## config.mk

```make
export PLATFORM = sky130hd
export DESIGN_NAME = pdpd_phase_detector
export DESIGN_NICKNAME = d
export VERILOG_FILES = /design/src/rtl/pdpd_pkg.sv /design/src/rtl/pdpd_tap_decode.sv /design/src/rtl/pdpd_period_avg.sv /design/src/rtl/pdpd_frac_div.sv /design/src/rtl/pdpd_phase_detector.sv
export SDC_FILE = /design/constraint.sdc
export NUM_CORES = 1
export LEC_CHECK = 0
export BUFFER_PORTS_ARGS = -buffer_cell sky130_fd_sc_hd__buf_2
export CORE_AREA = 3 3 179 181
export CTS_BUF_LIST = sky130_fd_sc_hd__clkbuf_2
export CTS_CLUSTER_DIAMETER = 60
export DETAILED_ROUTE_END_ITERATION = 6
export DIE_AREA = 0 0 182 184
export SYNTH_ARGS = -nofsm -noshare
export SYNTH_HDL_FRONTEND = slang
export SYNTH_SLANG_ARGS = --single-unit
export TNS_END_PERCENT = 10
```

## constraint.sdc

```tcl
create_clock -name clk -period 7.8 [get_ports clk]
set_input_delay 0.78 -clock clk [delete_from_list [all_inputs] [get_ports clk]]
set_output_delay 0.78 -clock clk [all_outputs]
set_load 0.05 [all_outputs]
```

## src/rtl/pdpd_pkg.sv

```systemverilog
package pdpd_pkg;
  typedef enum logic {
    PD_IDLE = 1'b0,
    PD_CALC = 1'b1
  } pd_state_e;
endpackage

```

## src/rtl/pdpd_tap_decode.sv

```systemverilog
module pdpd_tap_decode #(
  parameter int TAPS = 24,
  localparam int TW = $clog2(TAPS)
) (
  input  logic [TAPS-1:0] taps,
  output logic [TW-1:0]   delay,
  output logic [TW-1:0]   period,
  output logic            period_ok
);
  int  first_pos;
  int  next_pos;
  logic got_first;
  logic got_next;

  always_comb begin
    got_first = 1'b0;
    first_pos = 0;
    for (int j = 1; j < TAPS; j++) begin
      if (!got_first && (taps[j] != taps[j-1])) begin
        got_first = 1'b1;
        first_pos = j;
      end
    end
    got_next = 1'b0;
    next_pos = 0;
    for (int j = 1; j < TAPS; j++) begin
      if (got_first && !got_next && (j > first_pos) &&
          (taps[j] != taps[j-1]) && (taps[j] == taps[first_pos])) begin
        got_next = 1'b1;
        next_pos = j;
      end
    end
    delay     = got_first ? TW'(first_pos) : '0;
    period    = got_next ? TW'(next_pos - first_pos) : '0;
    period_ok = got_next;
  end
endmodule

```

## src/rtl/pdpd_period_avg.sv

```systemverilog
module pdpd_period_avg #(
  parameter int TW          = 5,
  parameter int AVG_LOG2    = 4,
  parameter int PERIOD_INIT = 12,
  localparam int SW = TW + AVG_LOG2
) (
  input  logic          clk,
  input  logic          rst,
  input  logic          sample_en,
  input  logic [TW-1:0] sample,
  output logic [SW-1:0] divisor
);
  logic [SW-1:0]       acc;
  logic [AVG_LOG2-1:0] n;

  always_ff @(posedge clk) begin
    if (rst) begin
      acc     <= '0;
      n       <= '0;
      divisor <= SW'(PERIOD_INIT << AVG_LOG2);
    end else if (sample_en) begin
      if (n == {AVG_LOG2{1'b1}}) begin
        divisor <= acc + SW'(sample);
        acc     <= '0;
      end else begin
        acc <= acc + SW'(sample);
      end
      n <= n + 1'b1;
    end
  end

  AST_DIVISOR_NONZERO: assert property (@(posedge clk) disable iff (rst)
    divisor != '0);
endmodule

```

## src/rtl/pdpd_frac_div.sv

```systemverilog
module pdpd_frac_div #(
  parameter int SW = 9,
  parameter int QW = 16,
  localparam int STW = $clog2(QW + 1)
) (
  input  logic          clk,
  input  logic          rst,
  input  logic          start,
  input  logic [SW-1:0] dividend,
  input  logic [SW-1:0] divisor,
  output logic [QW-1:0] quot,
  output logic          done
);
  logic [SW:0]    rem;
  logic [SW:0]    rem_sh;
  logic [SW-1:0]  dvs;
  logic [QW-1:0]  q;
  logic [STW-1:0] step;
  logic           busy;
  logic           sat;

  always_comb rem_sh = {rem[SW-1:0], 1'b0};

  always_ff @(posedge clk) begin
    if (rst) begin
      rem  <= '0;
      dvs  <= '0;
      q    <= '0;
      step <= '0;
      busy <= 1'b0;
      sat  <= 1'b0;
      done <= 1'b0;
    end else begin
      done <= 1'b0;
      if (start) begin
        rem  <= {1'b0, dividend};
        dvs  <= divisor;
        sat  <= (dividend >= divisor);
        q    <= '0;
        step <= STW'(QW);
        busy <= 1'b1;
      end else if (busy) begin
        if (rem_sh >= {1'b0, dvs}) begin
          rem <= rem_sh - {1'b0, dvs};
          q   <= {q[QW-2:0], 1'b1};
        end else begin
          rem <= rem_sh;
          q   <= {q[QW-2:0], 1'b0};
        end
        step <= step - 1'b1;
        if (step == STW'(1)) begin
          busy <= 1'b0;
          done <= 1'b1;
        end
      end
    end
  end

  assign quot = sat ? {QW{1'b1}} : q;
endmodule

```

## src/rtl/pdpd_phase_detector.sv

```systemverilog
module pdpd_phase_detector #(
  parameter int CNT_W       = 8,
  parameter int FRAC_W      = 16,
  parameter int TAPS        = 24,
  parameter int AVG_LOG2    = 4,
  parameter int PERIOD_INIT = 12,
  localparam int PW = CNT_W + FRAC_W
) (
  input  logic                 clk,
  input  logic                 rst,
  input  logic                 ref_stb,
  input  logic [PW-1:0]        fcw,
  input  logic [TAPS-1:0]      tap_word,
  output logic signed [PW-1:0] phase_err,
  output logic                 err_valid
);
  import pdpd_pkg::*;

  localparam int TW = $clog2(TAPS);
  localparam int SW = TW + AVG_LOG2;

  pd_state_e         state;
  logic              accept;
  logic [CNT_W-1:0]  edge_cnt;
  logic [CNT_W-1:0]  cnt_smp;
  logic [PW-1:0]     ref_phase;
  logic [TW-1:0]     delay;
  logic [TW-1:0]     period;
  logic              period_ok;
  logic [SW-1:0]     divisor;
  logic [FRAC_W-1:0] quot;
  logic              div_done;

  assign accept = ref_stb && (state == PD_IDLE);

  pdpd_tap_decode #(.TAPS(TAPS)) u_decode (
    .taps      (tap_word),
    .delay     (delay),
    .period    (period),
    .period_ok (period_ok)
  );

  pdpd_period_avg #(
    .TW(TW), .AVG_LOG2(AVG_LOG2), .PERIOD_INIT(PERIOD_INIT)
  ) u_avg (
    .clk       (clk),
    .rst       (rst),
    .sample_en (accept && period_ok),
    .sample    (period),
    .divisor   (divisor)
  );

  pdpd_frac_div #(.SW(SW), .QW(FRAC_W)) u_div (
    .clk      (clk),
    .rst      (rst),
    .start    (accept),
    .dividend ({delay, {AVG_LOG2{1'b0}}}),
    .divisor  (divisor),
    .quot     (quot),
    .done     (div_done)
  );

  always_ff @(posedge clk) begin
    if (rst) edge_cnt <= '0;
    else     edge_cnt <= edge_cnt + 1'b1;
  end

  always_ff @(posedge clk) begin
    if (rst) begin
      state     <= PD_IDLE;
      ref_phase <= '0;
      cnt_smp   <= '0;
      phase_err <= '0;
      err_valid <= 1'b0;
    end else begin
      err_valid <= 1'b0;
      if (accept) begin
        state     <= PD_CALC;
        ref_phase <= ref_phase + fcw;
        cnt_smp   <= edge_cnt;
      end
      if (div_done) begin
        phase_err <= $signed(ref_phase - {cnt_smp, {FRAC_W{1'b0}}} + PW'(quot));
        err_valid <= 1'b1;
        state     <= PD_IDLE;
      end
    end
  end

  AST_EDGE_STEP: assert property (@(posedge clk) disable iff (rst)
    !rst |=> edge_cnt == CNT_W'($past(edge_cnt) + 1'b1));
  AST_IGNORED_STROBE: assert property (@(posedge clk) disable iff (rst)
    !accept |=> $stable(ref_phase));
  AST_VALID_AFTER_DIV: assert property (@(posedge clk) disable iff (rst)
    div_done |=> err_valid);
  AST_VALID_PULSE: assert property (@(posedge clk) disable iff (rst)
    err_valid |=> !err_valid);
endmodule

```

==> impl_metrics.tcl, run 1 <==
set metrics [dict create \
    first_iter_violations 615 \
    via_count 9651 \
    cap_violations 0 \
    fmax_ghz 0.138 \
    drt_pass1_iterations 7 \
    die_area_sq_um 33500 \
    core-area_sq_um 30600 \
    relSlewSlack 0.195 \
    synth_top_area_cell "dfxtp_1" \
    yosys.area_share.simple 0.231 \
    ys.flop_type "dfxtp_1" \
    status "completed" \
    first_global_vias 9423 \
    fin_util 0.375 \
    cts_resized 0 \
    cp.arrival_ns 7.80 \
    syn_area_sq_um 10400 \
    synthArstFlopShare 0 \
    cp_data_required_time_ns 8.34 \
    dr_wl_met3_um 1070 \
    synth_area_leaders "dfxtp_1 25%, ha_1 11%, nor2_1 5.8%" \
    synth_fa_ha_area_frac 0.122 \
    synthMuxAreaShare 0.0642 \
    fin_worst_skew_ns 0.0426 \
    postRouteAntennaNets 0 \
    antenna_found_initial 2 \
    die_w_um 182 \
    ys_ff_latch 130 \
    ctsHoldBuffers 0 \
    whs_ns 0.359 \
    cp_slowest_cell "nor4_2" \
    die_y_um 184 \
    synth_top_family_by_area "simple AND/OR/NAND/NOR gates" \
    portBuffers 75 \
    rsz0062_at_grt "no" \
    start_util 0.339 \
    power_density_nw_per_um2 181 \
    routed-wl-met2_um 12600 \
    synth-edff-count 0 \
    r2r_start "u_div.sat" \
    p_leak_nw 4.89 \
    worstMarginPinSlew_ns 1.20 \
    yosysSeqAreaShare 0.251 \
    ir_worst_vdd_v 0.0000922 \
    synth_top_area_share 0.251 \
    path_max_fanout 15 \
    cts_buffer_depth 2 \
    cpPeakStageDelay_ns 1.00 \
    yosys.cell_count.top_type "nor2_1" \
    top_layer_used "met5" \
    synth_cell_types 91 \
    place.gp.congestion 0.949 \
    dp_hpwl_um 20300 \
    post-cts-setup-buffers 0 \
    grt_pass1_wl_um 46000 \
    synth_compound_area_frac 0.209 \
    crit_type "primary input to flop" \
    area.growth.synth_to_final_pct 10.6 \
    cts_sinks 130 \
    grt_max_degree 86 \
    wl_um 27200 \
    rr_endpoint "phase_err[21]" \
    cts-root-buf "clkbuf_2" \
    yosys.area_share.xor_xnor 0.0498 \
    maxSlewViolCount 0 \
    worstSetupStartpoint "tap_word[7]" \
    syn_inst 1379 \
    critPathCaptureType "flop" \
    setup_viol 0 \
    syn-num-nets 1529 \
    yosys_warnings 0 \
    post_drt_wl_per_cell_um 14.7 \
    htree_levels 4 \
    clkLatencyLatePin_ns 0.70 \
    nNetsFinal 1587 \
    drcViolationCount 0 \
    setup.worst_path.end "u_avg.divisor[8]" \
    cts_tree "built" \
    start_kind "primary input" \
    r2r_cells 17 \
    netlist_top_cells_count "160 x nor2_1, 148 x nand2_1, 130 x dfxtp_1" \
    hold_class "primary input to flop" \
    ios 76 \
    placementRows 64 \
    drive_gt1_frac 0.117 \
    viasPerCell 5.23 \
    numCtsBuffers 17 \
    finalHoldViolCount 0 \
    reg2reg_slack_ns 3.30 \
    synth_area_per_cell_sq_um 7.52 \
    wl_met1_um 13000 \
    fin_crit_sh 0.932 \
    grt_overflow_total 0 \
    cts.clk_slew.worst_paths_ns 0.23 \
    grt.total_usage 0.164 \
    timing.final.crit_period_ns 7.27 \
]
-- registers in the layout, indices dropped and copies added, names as in the netlist --
register       cells
u_div.dvs          9
state              1
u_div.done         1
err_valid          1
u_div.step         5
u_div.sat          1
cnt_smp            8
ref_phase         24
u_div.rem          9
edge_cnt           8
phase_err         24
u_avg.acc          9
u_div.busy         1
u_div.q           16
u_avg.n            4
u_avg.divisor      9
-- worst max-delay path, delay by kind of cell --
| kind | cells | cell delay, ns |
|---|---|---|
| compound gates | 12 | 2.93 |
| xor+xnor | 2 | 0.24 |
| fa+ha+maj | 2 | 0.58 |
| buf+inv | 2 | 0.27 |
| mux | 2 | 0.73 |
| simple gates | 9 | 2.25 |
-- cells in the final DEF (no fill, tap or decap), drive strengths merged, types with 7 or more instances in the layout --
master / n
nor2: 161
nand2: 150
dfxtp: 130
inv: 126
a21oi: 110
buf: 104
ha: 95
mux2i: 59
o21ai: 56
nand3: 47
xnor2: 39
nor3: 33
a211oi: 31
a21o: 28
xor2: 20
nor2b: 20
clkbuf: 19
nand2b: 16
o31ai: 15
or3: 14
and2: 11
nor4: 10
and3: 9
o211ai: 9
or2: 8
nand4: 8
o21a: 8
a31oi: 8
o22ai: 7
-- how the worst min path moves through the flow --
stage                     startpoint             to  cells past startpoint
floorplan                edge_cnt[0]    edge_cnt[0]                      1
global placement    u_avg.divisor[8]   u_div.dvs[8]                      2
detailed placement        cnt_smp[0]     cnt_smp[0]                      2
CTS                              rst     cnt_smp[5]                      2
global route                     rst     cnt_smp[5]                      2
finish                           rst  ref_phase[18]                      2
-- stage by stage --
step                      TNS [ns]  cells  instance area (sq um)  setup slack [ns]  power, mW
after floorplan                  0   1379                  10400             0.855       1.41
after global placement           0   1814                  11200            0.0896       1.60
after detailed placement    -0.112   1814                  11200           -0.0892       1.61
after CTS                        0   1846                  11500             0.642       2.09
after global routing             0   1847                  11500             0.121       2.25
final                            0   1847                  11500             0.532       2.08
-- power breakdown --
part	internal (mW)	switching, mW
sequential	0.701	0.0316
clock	0.213	0.259
combinational	0.368	0.504
-- logic make-up (layout without fill, tap and decap cells) --
family / Yosys count / in the layout
xor+xnor: 59 / 59
mux: 65 / 65
other cells: 0 / 1
buf+inv: 191 / 262
compound gates: 327 / 327
simple gates: 508 / 508
fa+ha+maj: 99 / 99
flops: 130 / 130
-- metal layers --
layer | GRT usage | up-vias
li1 | - | 4956
met1 | 0.216 | 4440
met4 | 0.0408 | 2
met3 | 0.0273 | 39
met2 | 0.279 | 214
met5 | 0 | -
-- area by class of cell --
type                            instances  area, sq um
Timing Repair Buffer                  104          596
Clock inverter                         13          186
Tap cell                              396          495
Sequential cell                       130         2600
Inverter                              126          475
Clock buffer                           19         95.1
Multi-Input combinational cell       1058         7020
Antenna cell                            1         2.50
Fill cell                            3274        19100
No activity file was read; power rests on OpenSTA's default activity.
==> run 2: changes to the inputs <==
--- a/config.mk
+++ b/config.mk
@@ -6,11 +6,12 @@
 export NUM_CORES = 1
 export LEC_CHECK = 0
 export BUFFER_PORTS_ARGS = -buffer_cell sky130_fd_sc_hd__buf_2
-export CORE_AREA = 3 3 179 181
+export CORE_AREA = 3 3 142 144
 export CTS_BUF_LIST = sky130_fd_sc_hd__clkbuf_2
 export CTS_CLUSTER_DIAMETER = 60
 export DETAILED_ROUTE_END_ITERATION = 6
-export DIE_AREA = 0 0 182 184
+export DIE_AREA = 0 0 145 147
+export PLACE_DENSITY = 0.73
 export SYNTH_ARGS = -nofsm -noshare
 export SYNTH_HDL_FRONTEND = slang
 export SYNTH_SLANG_ARGS = --single-unit
==> run 2 against run 1 <==
Clock skew rose by 0.0016 ns. Cell count fell by 6.5%. Clock-buffer cell count fell by 1. Fmax rose by 3.3%. Critical path depth did not move. Worst hold slack got worse by 0.019 ns. Largest cell class unchanged.
==> impl_metrics.tcl, run 2 (synthesis gave the netlist of run 1 again) <==
set metrics [dict create \
    finalHoldViolCount 0 \
    antenna_found_initial 1 \
    ios 76 \
    placed_cell_area_sq_um 11200 \
    postRouteAntennaNets 0 \
    worstMarginPinSlew_ns 1.20 \
    place_inst 1694 \
    grt_pass1_wl_um 43300 \
    cpPeakStageDelay_ns 1.01 \
    tns_ns 0 \
    start_kind "primary input" \
    fin_crit_sh 0.902 \
    viasPerCell 5.71 \
    start_util 0.551 \
    r2r_start "u_div.sat" \
    cts_resized 0 \
    relSlewSlack 0.191 \
    drive_gt1_frac 0.124 \
    crit_type "primary input to flop" \
    drt_pass1_iterations 5 \
    die_w_um 145 \
    die_area_sq_um 21300 \
    post_drt_wl_per_cell_um 15.0 \
    cp_slowest_cell "nor4_2" \
    hold_class "primary input to flop" \
    ir_worst_vdd_v 0.0000897 \
    die_y_um 147 \
    setup_ws_ns 0.762 \
    maxSlewViolCount 0 \
    rr_endpoint "phase_err[21]" \
    rsz0062_at_grt "no" \
    cts.clk_slew.worst_paths_ns 0.19 \
    ctsHoldBuffers 0 \
    p_leak_nw 4.94 \
    dp_hpwl_um 19500 \
    drcViolationCount 0 \
    reg2reg_slack_ns 3.18 \
    path_max_fanout 19 \
    setup_viol 0 \
    whs_path_depth 3 \
    r2r_cells 17 \
    fin_cells 1727 \
    first_global_vias 9065 \
    finalInstanceArea_sq_um 11400 \
    core-area_sq_um 18800 \
    final_cell_mix "160 x nor2_1, 148 x nand2_1, 130 x dfxtp_1, 125 x inv_1, 108 x a21oi_1" \
    final_common_cell "nor2_1" \
    grt_overflow_total 0 \
    fin_worst_skew_ns 0.0442 \
    min_to "state" \
    grt_max_degree 69 \
    power_density_nw_per_um2 176 \
    cp_data_required_time_ns 8.39 \
    cts_buffer_depth 2 \
    power_mw 2.00 \
    placementRows 50 \
    cts_sinks 130 \
    fin_util 0.603 \
    post-cts-setup-buffers 0 \
    place.gp.congestion 0.961 \
    cts-root-buf "clkbuf_2" \
    first_iter_violations 660 \
    area.growth.synth_to_final_pct 9.52 \
    top_regs "phase_err: 24 flops, ref_phase: 24 flops, u_div.q: 16 flops" \
    nNetsFinal 1603 \
    portBuffers 75 \
    dp_slack_ns 0.156 \
    clkLatencyLatePin_ns 0.73 \
    holdCritStartpoint "ref_stb" \
    timing.final.crit_period_ns 7.04 \
    fmax_ghz 0.142 \
    cp.arrival_ns 7.63 \
    numCtsBuffers 17 \
    wl_um 25900 \
    via_count 9855 \
    status "completed" \
    htree_levels 4 \
    grt.total_usage 0.240 \
    cap_violations 0 \
    cts_tree "built" \
    whs_ns 0.340 \
    critPathCaptureType "flop" \
]
## run 2: worst max-delay path by stage
stage | startpoint | to | slack (ns) | depth (start not counted)
4_1_cts | tap_word[5] | u_avg.divisor[8] | 0.93 | 29
2_1_floorplan | tap_word[0] | u_avg.divisor[8] | 0.86 | 31
3_5_place_dp | tap_word[5] | u_avg.divisor[8] | 0.16 | 29
3_3_place_gp | tap_word[5] | u_avg.divisor[8] | 0.30 | 29
6_report | tap_word[5] | u_avg.divisor[8] | 0.76 | 29
5_1_grt | tap_word[5] | u_avg.divisor[8] | 0.29 | 29
## run 2: report_power, final
group / leakage (nW) / internal (mW) / switching [mW] / total [mW]
clock network: 0.125 / 0.114 / 0.267 / 0.381
registers: 1.06 / 0.701 / 0.0340 / 0.735
logic: 3.76 / 0.390 / 0.497 / 0.887
total: 4.94 / 1.20 / 0.798 / 2.00
## run 2: metal layers
metal	track usage	vias to the layer above	wire length, um	part of all wire
met5	0	-	0	0
li1	-	4982	-	-
met2	0.402	288	12000	0.46
met4	0.0822	0	755	0.029
met1	0.311	4522	11800	0.46
met3	0.0450	63	1350	0.052
## run 2: area by class of cell
type | instances | area (sq um)
timing repair buffer | 120 | 728
multi-input combinational | 1058 | 7020
fill | 1729 | 7470
clock buffer | 18 | 90.1
tap | 260 | 325
clock inverter | 14 | 114
sequential | 130 | 2600
inverter | 126 | 475
antenna | 1 | 2.50
## run 2: worst max-delay path, delay by kind of cell
family,cells,cell delay (ns)
compound gates,13,3.20
simple gates,8,1.96
buf+inv,3,0.61
fa+ha+maj,2,0.53
mux,1,0.29
xor+xnor,2,0.26
==> run 3: changes to the inputs <==
--- a/config.mk
+++ b/config.mk
@@ -12,6 +12,7 @@
 export DETAILED_ROUTE_END_ITERATION = 6
 export DIE_AREA = 0 0 145 147
 export PLACE_DENSITY = 0.73
+export REMOVE_ABC_BUFFERS = 1
 export SYNTH_ARGS = -nofsm -noshare
 export SYNTH_HDL_FRONTEND = slang
 export SYNTH_SLANG_ARGS = --single-unit
==> run 3 against run 2 <==
Sequential cell count did not move. Register-to-register slack barely moved. Critical endpoint unchanged. Cell count decreased by 0.93%. Global-route usage decreased by 1.0 points. Critical path depth fell by 1.
==> impl_metrics.tcl, run 3 (synthesis gave the netlist of run 1 again) <==
set metrics [dict create \
    status "completed" \
    first_iter_violations 581 \
    final_cell_mix "160 x nor2_1, 148 x nand2_1, 130 x dfxtp_1, 125 x inv_1, 108 x a21oi_1" \
    drive_gt1_frac 0.117 \
    critPathCaptureType "flop" \
    tns_ns 0 \
    portBuffers 75 \
    cap_violations 0 \
    dp_hpwl_um 18700 \
    cts_sinks 130 \
    die_y_um 147 \
    top_regs "phase_err: 24 flops, ref_phase: 24 flops, u_div.q: 16 flops" \
    p_leak_nw 4.88 \
    combinationalPowerShare 0.426 \
    fin_util 0.597 \
    rsz0062_at_grt "no" \
    internal_power_mw 1.22 \
    fin_crit_sh 0.913 \
    antenna_found_initial 1 \
    hold_class "primary input to flop" \
    post_drt_wl_per_cell_um 14.6 \
    timing.final.crit_period_ns 7.12 \
    swShare 0.386 \
    wl_um 24900 \
    relSlewSlack 0.204 \
    drt_pass1_iterations 7 \
    fin_cells 1711 \
    crit_type "primary input to flop" \
    path_max_fanout 12 \
    cp_data_required_time_ns 8.35 \
    reg2reg_slack_ns 3.19 \
    die_w_um 145 \
    cts.clk_slew.worst_paths_ns 0.19 \
    numCtsBuffers 17 \
    fmax_ghz 0.140 \
    die_area_sq_um 21300 \
    post-cts-setup-buffers 0 \
    fin_worst_skew_ns 0.0556 \
    cts_buffer_depth 2 \
    core-area_sq_um 18800 \
    grt.total_usage 0.229 \
    p_clk_frac 0.204 \
    maxSlewViolCount 0 \
    via_count 9650 \
    nFillCells 1776 \
    clkLatencyLatePin_ns 0.69 \
    nNetsFinal 1588 \
    grt_max_degree 73 \
    first_global_vias 8947 \
    cts_resized 0 \
    setup_viol 0 \
    cts-root-buf "clkbuf_2" \
    final_common_cell "nor2_1" \
    regArea_sq_um 2600 \
    finalHoldViolCount 0 \
    cp.arrival_ns 7.67 \
    area.growth.synth_to_final_pct 8.46 \
    grt_overflow_total 0 \
    worstMarginPinSlew_ns 1.18 \
    start_util 0.551 \
    cts_tree "built" \
    seqPwrFrac 0.370 \
    htree_levels 4 \
    ctsHoldBuffers 0 \
    p_switching_uw 766 \
    place.gp.congestion 0.929 \
    postRouteAntennaNets 0 \
    viasPerCell 5.64 \
    placementRows 50 \
    drcViolationCount 0 \
    multiInputGateArea_sq_um 7020 \
    ir_worst_vdd_v 0.0000922 \
    grt_pass1_wl_um 41800 \
    start_kind "primary input" \
    whs_ns 0.409 \
    place_inst 1679 \
    power_density_nw_per_um2 176 \
    ios 76 \
]
run 3: cell count changes in the layout (fill, tap and decap cells not counted), moves of 2 or more:
cell      previous run  this run
clkbuf_2            18        22
clkinv_1             4         1
clkinv_4             3         1
buf_4               45        31
run 3: power groups by stage:
stage	registers, mW	clock network, mW	logic [mW]
3_5_place_dp	0.748	0	0.839
6_report	0.735	0.404	0.846
2_1_floorplan	0.744	0	0.639
3_3_place_gp	0.747	0	0.828
4_1_cts	0.735	0.418	0.844
5_1_grt	0.741	0.447	0.950
run 3: path summary, 6_finish.rpt:
check,to,depth (start not counted),startpoint
max,u_avg.divisor[8],28,tap_word[5]
min,state,3,ref_stb
max reg2reg,phase_err[21],17,u_div.sat
min reg2reg,cnt_smp[3],2,cnt_smp[3]
run 3: worst max-delay path, stage by stage:
cell	delay (ns)
buf_2	0.20
or3_1	0.18
o32a_1	0.32
a21oi_1	0.18
and4_1	0.22
nor4_2	0.99
inv_1	0.28
mux2i_1	0.21
o211ai_1	0.47
nand2_1	0.30
o41ai_1	0.50
nor3_1	0.12
a21oi_1	0.19
o32a_1	0.18
nand3_1	0.13
fa_1	0.47
a21o_1	0.17
a21oi_1	0.16
xnor2_1	0.16
nor3_1	0.07
a21o_1	0.17
ha_1	0.31
a21o_1	0.17
nand2_1	0.12
nor2_1	0.07
xor2_1	0.15
a2111oi_0	0.30
a211oi_1	0.09
run 3: cell type report:
class                      instances  share of cell area
antenna                            1            0.000222
inverter                         126              0.0423
timing repair buffer             105              0.0536
sequential                       130               0.231
clock inverter                     9             0.00968
clock buffer                      22             0.00979
multi-input combinational       1058               0.624
tap                              260              0.0289
run 3: routing by layer:
layer | vias to the layer above | global-route usage | wire (um)
met5 | - | 0 | 0
met4 | 0 | 0.0656 | 418
met3 | 38 | 0.0395 | 979
met2 | 249 | 0.393 | 11800
met1 | 4415 | 0.299 | 11700
li1 | 4948 | - | -
run 3: per-stage QoR:
stage               power (mW)  setup slack, ns  instance area (sq um)
floorplan                 1.38            0.565                  10100
global placement          1.57            0.197                  11000
detailed placement        1.59           0.0750                  11000
CTS                       2.00            0.857                  11200
global route              2.14            0.151                  11200
finish                    1.98            0.677                  11200
